File: src/rtl/hbf_pkg.sv
// Package hbf_pkg
// Shared types for the host bus front end: the decoded access kind and the
// packed view of the synchronized control pins.
package hbf_pkg;

    typedef enum logic [2:0] {
        ACC_NONE,
        ACC_CFG,
        ACC_RX_POP,
        ACC_TX_PUSH,
        ACC_REG_RD,
        ACC_REG_WR
    } acc_kind_e;

    // Control pins after synchronization, most significant field first.
    typedef struct packed {
        logic rnw;
        logic iack2_n;
        logic iack1_n;
        logic dsel;
        logic chsel;
        logic cs_n;
        logic wr_n;
        logic rd_n;
        logic ds_n;
        logic as_n;
    } ctl_pins_t;

    localparam int CTL_W = $bits(ctl_pins_t);

    // Idle levels: strobes and selects inactive, acknowledges inactive.
    localparam logic [CTL_W-1:0] CTL_IDLE = 10'b0110011111;

endpackage

File: src/rtl/hbf_sync.sv
// Module hbf_sync
// Multi-stage synchronizer for a vector of asynchronous inputs.
// Assumes each bit is sampled on its own; a multi-bit bus must be held stable
// by the host around the moment it is used.
module hbf_sync #(
    parameter int              W       = 1,
    parameter int              STAGES  = 2,
    parameter logic [W-1:0]    RST_VAL = '0
) (
    input  logic         clk,
    input  logic         rst_n,
    input  logic [W-1:0] d,
    output logic [W-1:0] q
);

    logic [W-1:0] stage [STAGES];

    // First stage: sample the raw asynchronous input.
    always_ff @(posedge clk) begin
        if (!rst_n) stage[0] <= RST_VAL;
        else        stage[0] <= d;
    end

    generate
        for (genvar i = 1; i < STAGES; i++) begin : g_stage
            // Later stages: shift the sample along the chain.
            always_ff @(posedge clk) begin
                if (!rst_n) stage[i] <= RST_VAL;
                else        stage[i] <= stage[i-1];
            end
        end
    endgenerate

    assign q = stage[STAGES-1];

endmodule

File: src/rtl/hbf_mode_ctl.sv
// Module hbf_mode_ctl
// Holds the post-reset arming flag, detects address-strobe activity, and on
// the configuration write locks the bus mode and handshake style and stores
// the configuration word. Assumes cfg_hit is a one-clock request from the
// capture stage.
module hbf_mode_ctl #(
    parameter int AD_W = 16
) (
    input  logic            clk,
    input  logic            rst_n,
    input  logic            as_n_s,
    input  logic            cfg_hit,
    input  logic            req_ch,
    input  logic [AD_W-1:0] ad_s,
    output logic            armed,
    output logic            mux_eff,
    output logic            mux_mode,
    output logic            ack_mode,
    output logic [AD_W-1:0] cfg_data
);

    logic seen_as;

    // Bus mode to apply now: locked value once configured, else activity so far.
    always_comb begin
        mux_eff = armed ? (seen_as | ~as_n_s) : mux_mode;
    end

    // Arming, activity tracking and locking of mode and configuration.
    always_ff @(posedge clk) begin
        if (!rst_n) begin
            armed    <= 1'b1;
            seen_as  <= 1'b0;
            mux_mode <= 1'b0;
            ack_mode <= 1'b0;
            cfg_data <= '0;
        end else if (armed) begin
            if (!as_n_s) seen_as <= 1'b1;
            if (cfg_hit) begin
                armed    <= 1'b0;
                mux_mode <= mux_eff;
                ack_mode <= req_ch;
                cfg_data <= ad_s;
            end
        end
    end

    AST_MODE_HELD: assert property (@(posedge clk) disable iff (!rst_n)
        (!armed && $past(!armed)) |-> ($stable(mux_mode) && $stable(ack_mode) && $stable(cfg_data)))
        else $error("bus mode or handshake changed after lock");

endmodule

File: src/rtl/hbf_capture.sv
// Module hbf_capture
// Finds strobe edges on the synchronized pins, captures the select lines on
// the edge that the bus mode calls for, and decodes the leading edge of a
// data phase into one access request. Assumes the pins are already
// synchronized and that in multiplexed mode the address strobe rises before
// the data strobe falls.
module hbf_capture
    import hbf_pkg::*;
#(
    parameter int IDX_W = 6
) (
    input  logic             clk,
    input  logic             rst_n,
    input  ctl_pins_t        pins,
    input  logic [IDX_W-1:0] ad_lo,
    input  logic [IDX_W-1:0] cmdidx_a,
    input  logic [IDX_W-1:0] cmdidx_b,
    input  logic             mux_eff,
    input  logic             armed,
    output acc_kind_e        kind,
    output logic             req_ch,
    output logic [IDX_W-1:0] req_idx,
    output logic             dstb
);

    logic             prev_as_n;
    logic             prev_dstb;
    logic             lat_cs;
    logic             lat_ch;
    logic             lat_dc;
    logic [IDX_W-1:0] lat_idx;
    logic             lead;
    logic             as_rise;
    logic             cs_ok;
    logic             use_cs;
    logic             use_dc;
    logic             is_wr;

    // Edge detection and qualified chip select from the current pin levels.
    always_comb begin
        dstb    = ~pins.ds_n | ~pins.rd_n | ~pins.wr_n;
        lead    = dstb & ~prev_dstb;
        as_rise = pins.as_n & ~prev_as_n;
        cs_ok   = ~pins.cs_n & pins.iack1_n & pins.iack2_n;
        is_wr   = ~pins.wr_n | (~pins.ds_n & ~pins.rnw);
    end

    // Pick the select source: latched at address strobe, or live at the data edge.
    always_comb begin
        if (mux_eff) begin
            use_cs  = lat_cs;
            req_ch  = lat_ch;
            use_dc  = lat_dc;
            req_idx = lat_idx;
        end else begin
            use_cs  = cs_ok;
            req_ch  = pins.chsel;
            use_dc  = pins.dsel;
            req_idx = pins.chsel ? cmdidx_a : cmdidx_b;
        end
    end

    // Decode the leading edge into one access kind.
    always_comb begin
        kind = ACC_NONE;
        if (lead && use_cs) begin
            if (armed) begin
                if (is_wr) kind = ACC_CFG;
            end else if (use_dc) begin
                kind = is_wr ? ACC_TX_PUSH : ACC_RX_POP;
            end else begin
                kind = is_wr ? ACC_REG_WR : ACC_REG_RD;
            end
        end
    end

    // Previous strobe levels for edge detection.
    always_ff @(posedge clk) begin
        if (!rst_n) begin
            prev_as_n <= 1'b1;
            prev_dstb <= 1'b0;
        end else begin
            prev_as_n <= pins.as_n;
            prev_dstb <= dstb;
        end
    end

    // Capture select lines and address on the address strobe rising edge.
    always_ff @(posedge clk) begin
        if (!rst_n) begin
            lat_cs  <= 1'b0;
            lat_ch  <= 1'b0;
            lat_dc  <= 1'b0;
            lat_idx <= '0;
        end else if (as_rise && mux_eff) begin
            lat_cs  <= cs_ok;
            lat_ch  <= pins.chsel;
            lat_dc  <= pins.dsel;
            lat_idx <= ad_lo;
        end
    end

    AST_KIND_SINGLE: assert property (@(posedge clk) disable iff (!rst_n)
        (kind != ACC_NONE) |=> (kind == ACC_NONE))
        else $error("two access requests in consecutive clocks");

    AST_IACK_BLOCKS: assert property (@(posedge clk) disable iff (!rst_n)
        (!mux_eff && (!pins.iack1_n || !pins.iack2_n)) |-> (kind == ACC_NONE))
        else $error("access decoded during interrupt acknowledge");

endmodule

File: src/rtl/hbf_access.sv
// Module hbf_access
// Registers the decoded request into one-clock access strobes together with
// channel and register index, and drives the ready handshake. Assumes kind
// is non-idle for at most one clock per bus cycle.
module hbf_access
    import hbf_pkg::*;
#(
    parameter int IDX_W = 6
) (
    input  logic             clk,
    input  logic             rst_n,
    input  acc_kind_e        kind,
    input  logic             req_ch,
    input  logic [IDX_W-1:0] req_idx,
    input  logic             dstb,
    output logic             cfg_we,
    output logic             rx_pop,
    output logic             tx_push,
    output logic             reg_rd,
    output logic             reg_wr,
    output logic             chan_a,
    output logic [IDX_W-1:0] reg_idx,
    output logic             rdy
);

    logic any_stb;

    // Any strobe currently asserted.
    always_comb begin
        any_stb = cfg_we | rx_pop | tx_push | reg_rd | reg_wr;
    end

    // One-clock access strobes from the request kind.
    always_ff @(posedge clk) begin
        if (!rst_n) begin
            cfg_we  <= 1'b0;
            rx_pop  <= 1'b0;
            tx_push <= 1'b0;
            reg_rd  <= 1'b0;
            reg_wr  <= 1'b0;
        end else begin
            cfg_we  <= (kind == ACC_CFG);
            rx_pop  <= (kind == ACC_RX_POP);
            tx_push <= (kind == ACC_TX_PUSH);
            reg_rd  <= (kind == ACC_REG_RD);
            reg_wr  <= (kind == ACC_REG_WR);
        end
    end

    // Channel and index of the most recent access.
    always_ff @(posedge clk) begin
        if (!rst_n) begin
            chan_a  <= 1'b0;
            reg_idx <= '0;
        end else if (kind != ACC_NONE) begin
            chan_a  <= req_ch;
            reg_idx <= req_idx;
        end
    end

    // Ready: set after a strobe, cleared once the host strobe goes away.
    always_ff @(posedge clk) begin
        if (!rst_n)       rdy <= 1'b0;
        else if (any_stb) rdy <= 1'b1;
        else if (!dstb)   rdy <= 1'b0;
    end

    AST_STROBE_ONEHOT: assert property (@(posedge clk) disable iff (!rst_n)
        $onehot0({cfg_we, rx_pop, tx_push, reg_rd, reg_wr}))
        else $error("more than one access strobe");

    AST_STROBE_SINGLE: assert property (@(posedge clk) disable iff (!rst_n)
        any_stb |=> !any_stb)
        else $error("access strobe longer than one clock");

    AST_RDY_FOLLOWS: assert property (@(posedge clk) disable iff (!rst_n)
        any_stb |=> rdy)
        else $error("ready missing after strobe");

    AST_RDY_RELEASE: assert property (@(posedge clk) disable iff (!rst_n)
        (rdy && !dstb && !any_stb) |=> !rdy)
        else $error("ready held after host strobe ended");

endmodule

File: src/rtl/hbus_frontend.sv
// Module hbus_frontend
// Host bus front end of a two-channel serial controller: synchronizes the
// host pins, detects the bus mode after reset, routes the first write into
// the configuration register and decodes later cycles into access strobes.
// Assumes the host holds ad and the selects stable around their capture edge.
module hbus_frontend
    import hbf_pkg::*;
#(
    parameter int AD_W        = 16,
    parameter int IDX_W       = 6,
    parameter int SYNC_STAGES = 2
) (
    input  logic             clk,
    input  logic             rst_n,
    input  logic             as_n,
    input  logic             ds_n,
    input  logic             rnw,
    input  logic             rd_n,
    input  logic             wr_n,
    input  logic             cs_n,
    input  logic             chsel,
    input  logic             dsel,
    input  logic             iack1_n,
    input  logic             iack2_n,
    input  logic [AD_W-1:0]  ad,
    input  logic [IDX_W-1:0] cmdidx_a,
    input  logic [IDX_W-1:0] cmdidx_b,
    output logic             cfg_we,
    output logic [AD_W-1:0]  cfg_data,
    output logic             rx_pop,
    output logic             tx_push,
    output logic             reg_rd,
    output logic             reg_wr,
    output logic             chan_a,
    output logic [IDX_W-1:0] reg_idx,
    output logic             mode_locked,
    output logic             mux_mode,
    output logic             ack_mode,
    output logic             rdy
);

    ctl_pins_t        pins_raw;
    logic [CTL_W-1:0] pins_vec;
    ctl_pins_t        pins_s;
    logic [AD_W-1:0]  ad_s;
    acc_kind_e        kind;
    logic             req_ch;
    logic [IDX_W-1:0] req_idx;
    logic             dstb;
    logic             armed;
    logic             mux_eff;
    logic             cfg_hit;

    // Gather the raw control pins into the packed view.
    always_comb begin
        pins_raw = '{rnw: rnw, iack2_n: iack2_n, iack1_n: iack1_n, dsel: dsel,
                     chsel: chsel, cs_n: cs_n, wr_n: wr_n, rd_n: rd_n,
                     ds_n: ds_n, as_n: as_n};
        pins_s      = ctl_pins_t'(pins_vec);
        cfg_hit     = (kind == ACC_CFG);
        mode_locked = ~armed;
    end

    hbf_sync #(.W(CTL_W), .STAGES(SYNC_STAGES), .RST_VAL(CTL_IDLE)) u_sync_ctl (
        .clk   (clk),
        .rst_n (rst_n),
        .d     (pins_raw),
        .q     (pins_vec)
    );

    hbf_sync #(.W(AD_W), .STAGES(SYNC_STAGES), .RST_VAL('0)) u_sync_ad (
        .clk   (clk),
        .rst_n (rst_n),
        .d     (ad),
        .q     (ad_s)
    );

    hbf_mode_ctl #(.AD_W(AD_W)) u_mode (
        .clk      (clk),
        .rst_n    (rst_n),
        .as_n_s   (pins_s.as_n),
        .cfg_hit  (cfg_hit),
        .req_ch   (req_ch),
        .ad_s     (ad_s),
        .armed    (armed),
        .mux_eff  (mux_eff),
        .mux_mode (mux_mode),
        .ack_mode (ack_mode),
        .cfg_data (cfg_data)
    );

    hbf_capture #(.IDX_W(IDX_W)) u_cap (
        .clk      (clk),
        .rst_n    (rst_n),
        .pins     (pins_s),
        .ad_lo    (ad_s[IDX_W-1:0]),
        .cmdidx_a (cmdidx_a),
        .cmdidx_b (cmdidx_b),
        .mux_eff  (mux_eff),
        .armed    (armed),
        .kind     (kind),
        .req_ch   (req_ch),
        .req_idx  (req_idx),
        .dstb     (dstb)
    );

    hbf_access #(.IDX_W(IDX_W)) u_acc (
        .clk     (clk),
        .rst_n   (rst_n),
        .kind    (kind),
        .req_ch  (req_ch),
        .req_idx (req_idx),
        .dstb    (dstb),
        .cfg_we  (cfg_we),
        .rx_pop  (rx_pop),
        .tx_push (tx_push),
        .reg_rd  (reg_rd),
        .reg_wr  (reg_wr),
        .chan_a  (chan_a),
        .reg_idx (reg_idx),
        .rdy     (rdy)
    );

    AST_NO_ACCESS_ARMED: assert property (@(posedge clk) disable iff (!rst_n)
        !mode_locked |-> !(rx_pop || tx_push || reg_rd || reg_wr))
        else $error("data access before configuration write");

    AST_CFG_ONCE: assert property (@(posedge clk) disable iff (!rst_n)
        mode_locked |=> !cfg_we)
        else $error("second configuration write");

endmodule

File: config.mk
export PLATFORM = sky130hd
export DESIGN_NAME = hbus_frontend
export DESIGN_NICKNAME = d
export VERILOG_FILES = /design/src/rtl/hbf_pkg.sv /design/src/rtl/hbf_sync.sv /design/src/rtl/hbf_mode_ctl.sv /design/src/rtl/hbf_capture.sv /design/src/rtl/hbf_access.sv /design/src/rtl/hbus_frontend.sv
export SDC_FILE = /design/constraint.sdc
export NUM_CORES = 1
export LEC_CHECK = 0
export BUFFER_PORTS_ARGS = -buffer_cell sky130_fd_sc_hd__buf_4
export CELL_PAD_IN_SITES_DETAIL_PLACEMENT = 0
export CELL_PAD_IN_SITES_GLOBAL_PLACEMENT = 2
export CORE_ASPECT_RATIO = 0.7
export CORE_MARGIN = 4
export CORE_UTILIZATION = 36
export DETAILED_ROUTE_END_ITERATION = 7
export GPL_TIMING_DRIVEN = 0
export PLACE_DENSITY = 0.84
export SYNTH_ARGS = -nofsm -noshare
export SYNTH_HDL_FRONTEND = slang
export SYNTH_SLANG_ARGS = --single-unit
File: constraint.sdc
create_clock -name clk -period 3.2 [get_ports clk]
set_input_delay 0.32 -clock clk [delete_from_list [all_inputs] [get_ports clk]]
set_output_delay 0.32 -clock clk [all_outputs]
set_load 0.02 [all_outputs]
==> run_results.csv <==
group,metric,value,unit
sta,finalHoldViolations,0,
clock_tree,clk_latency,0.34,ns
synth,synth_nets,349,
synth,ys_ff_latch,96,
cells_and_area,syn2layout_area_growth,30.2,%
synth,yosysTopAreaCellShare,58.0,%
synth,synthArstFlopShare,0,%
synth,yosysTopAreaCell,"dfxtp_1",
synth,synth_compound_area_share,5.89,%
synth,synth_area_leaders,"dfxtp_1 58%, mux2i_1 12%, and2_1 7.6%",
clock_tree,numCtsBuffers,9,
die,die_w,123,µm
worst_setup_path,endpoint_kind,"flip-flop",
clock_tree,cts_tree,"yes",
synth,synthAdderAreaFrac,0,%
sta,skew,0.00781,ns
grt,antenna_found_initial,0,
die,die-area,10800,µm²
synth,syn_inst,309,
clock_tree,htreeDepth,3,
sta,slew_headroom,56.0,%
synth,synth.area.mux_share,12.5,%
cells_and_area,num_antenna_cells,0,
route,drt-wirelength-per-cell,14.0,µm
synth,synth-xor-area-share,0,%
grt,grt_pass1_vias,2260,
die,initial_core_util,38.1,%
route,vias,2275,
cells_and_area,final_common_cell,"dfxtp_1",
route,drtIter0Drc,54,
clock_tree,cts_resized,0,
place,dp_worst_setup_slack,1.40,ns
cells_and_area,drive_above_1_share,24.6,%
cells_and_area,finish.utilization,49.7,%
die,ioPinCount,72,
clock_tree,cts_buffer_depth,2,
synth,synth.distinct_cells,32,
synth,synth_area_per_cell,10.7,µm²
grt,grt_max_degree,18,
clock_tree,cts-root-buf,"clkbuf_16",
cells_and_area,seq_area,1920,µm²
power_and_ir_drop,p_leak,1.78,nW
die,rows,28,
cells_and_area,n_fill_cell,845,
sta,setup_slack,1.38,ns
grt,grt.overflow.total,0,
sta,fmax,0.550,GHz
worst_setup_path,critPathLaunchType,"flip-flop",
route,wirelength,7.22,mm
place,place.port_buffers,70,
clock_tree,clk_pin_slew,0.07,ns
place,hpwl,5.19,mm
power_and_ir_drop,ir_drop,350,µV
sta,finalSetupTns,0,ns
power_and_ir_drop,pwr_density_cell,590,nW/µm²
clock_tree,cts_setup_buffers,0,
synth,yosys_warnings,0,
synth,synth_simple_gate_area_share,20.3,%
synth,synth_top_family_by_area,"simple AND/OR/NAND/NOR gates",
clock_tree,cts.sinks,96,
sta,setup_viol,0,
worst_setup_path,worstSetupPathType,"reg2reg",
cells_and_area,nets,430,
status,status,"completed",
route,vias_per_cell,4.42,
grt,grt_pass1_wl,11.7,mm
clock_tree,ctsHoldBuffers,0,
hold_path,hp-class,"in2reg",
sta,rsz0062_at_grt,"no",
synth,synth_ff_type,"dfxtp_1",
sta,slew_viol_final,0,
sta,min_period,1.82,ns
route,ant_nets,0,
worst_setup_path,cp_max_fo,10,
worst_setup_path,crit_arrival,2.09,ns
worst_setup_path,cp.required,3.47,ns
route,dr.pass1.iters,4,
synth,syn_area,3310,µm²
grt,track_usage,14.3,%
sta,period_share,56.9,%
cells_and_area,multi_input_area,1280,µm²
synth,synth_edf_count,0,
flow_run,max-cap-violations,0,
place,globalplace.congestion,0.763,
route,post-route-drc-count,0,
cells_and_area,final_cell_mix,"96 x dfxtp_1, 72 x buf_4, 41 x nand2_1, 40 x and2_1, 40 x mux2i_1",
die,fp.dieH,88.3,µm
synth,yosysSeqAreaShare,58.0,%
sta,worstMarginPinSlew,0.660,ns
die,core_area,8690,µm²
-- metal layers --
metal	vias to the layer above	wire, µm	GRT usage, %
li1	1178	-	-
met1	1027	3810	20.4
met2	58	2860	19.8
met3	12	458	5.62
met4	0	87	4.57
met5	-	0	0
-- worst max-delay path, cell delays in order, from the launching register on --
cell and delay [ns]:
dfxtp_1 0.34, and3b_4 0.21, nor3b_2 0.30, o211a_1 0.22, buf_4 0.21, buf_4 0.24
mux2i_1 0.22
-- kinds of logic (layout without fill, tap and decap cells) --
family	after synthesis	in the layout
buffers and inverters	22	108
muxes	41	41
and+or+nand+nor	122	122
DFF	96	96
AOI/OAI and AO/OA	28	28
-- Yosys cell counts, types with 2 or more instances --
| cell | number |
|---|---|
| clkbuf_1 | 14 |
| and2_1 | 40 |
| nand2_1 | 41 |
| a31oi_1 | 2 |
| nand3_1 | 2 |
| mux2i_1 | 40 |
| o21a_1 | 5 |
| o211ai_1 | 7 |
| buf_6 | 2 |
| buf_4 | 2 |
| inv_1 | 2 |
| buf_2 | 2 |
| nor2b_1 | 11 |
| dfxtp_1 | 96 |
| nand2b_1 | 15 |
| nor4_1 | 4 |
| nor2_1 | 2 |
| o21ai_0 | 8 |
-- per-stage QoR --
stage	area (µm²)	hold slack, ns	power, mW	std cells
floorplan	3310	0.386	1.34	309
global placement	3990	0.391	1.41	499
detailed placement	3990	0.397	1.41	499
CTS	4320	0.144	2.57	515
global route	4320	0.147	2.64	515
finish	4320	0.154	2.54	515
-- state kept, by name (all words and copies together), names as in the netlist, 6 cells and up --
register	cells
u_acc.reg_idx	6
u_mode.cfg_data	16
u_cap.lat_idx	6
u_sync_ad.stage	32
u_sync_ctl.stage	20
-- path summary, 6_finish.rpt --
kind	startpoint	to	slack (ns)	cells past startpoint
max	u_sync_ctl.stage[1][0]	u_mode.cfg_data[7]	1.38	6
min	as_n	u_sync_ctl.stage[0][0]	0.15	2
max reg2reg	u_sync_ctl.stage[1][0]	u_mode.cfg_data[7]	1.38	6
min reg2reg	u_sync_ctl.stage[0][2]	u_sync_ctl.stage[1][2]	0.41	1
-- power breakdown --
group          total [mW]  leakage, nW  internal, mW  switching (mW)
logic               0.140        0.832        0.0738          0.0661
clock network        1.17        0.158         0.694           0.472
registers            1.24        0.786          1.23         0.00997
-- cell type report --
class	instances	area share (%)
Buffer	20	2.32
Inverter	2	0.174
Tap cell	120	3.48
Clock buffer	9	5.22
Multi-Input combinational cell	191	29.7
Sequential cell	96	44.5
Clock inverter	7	2.35
Timing Repair Buffer	70	12.2
(Power assumes the default switching activity.)
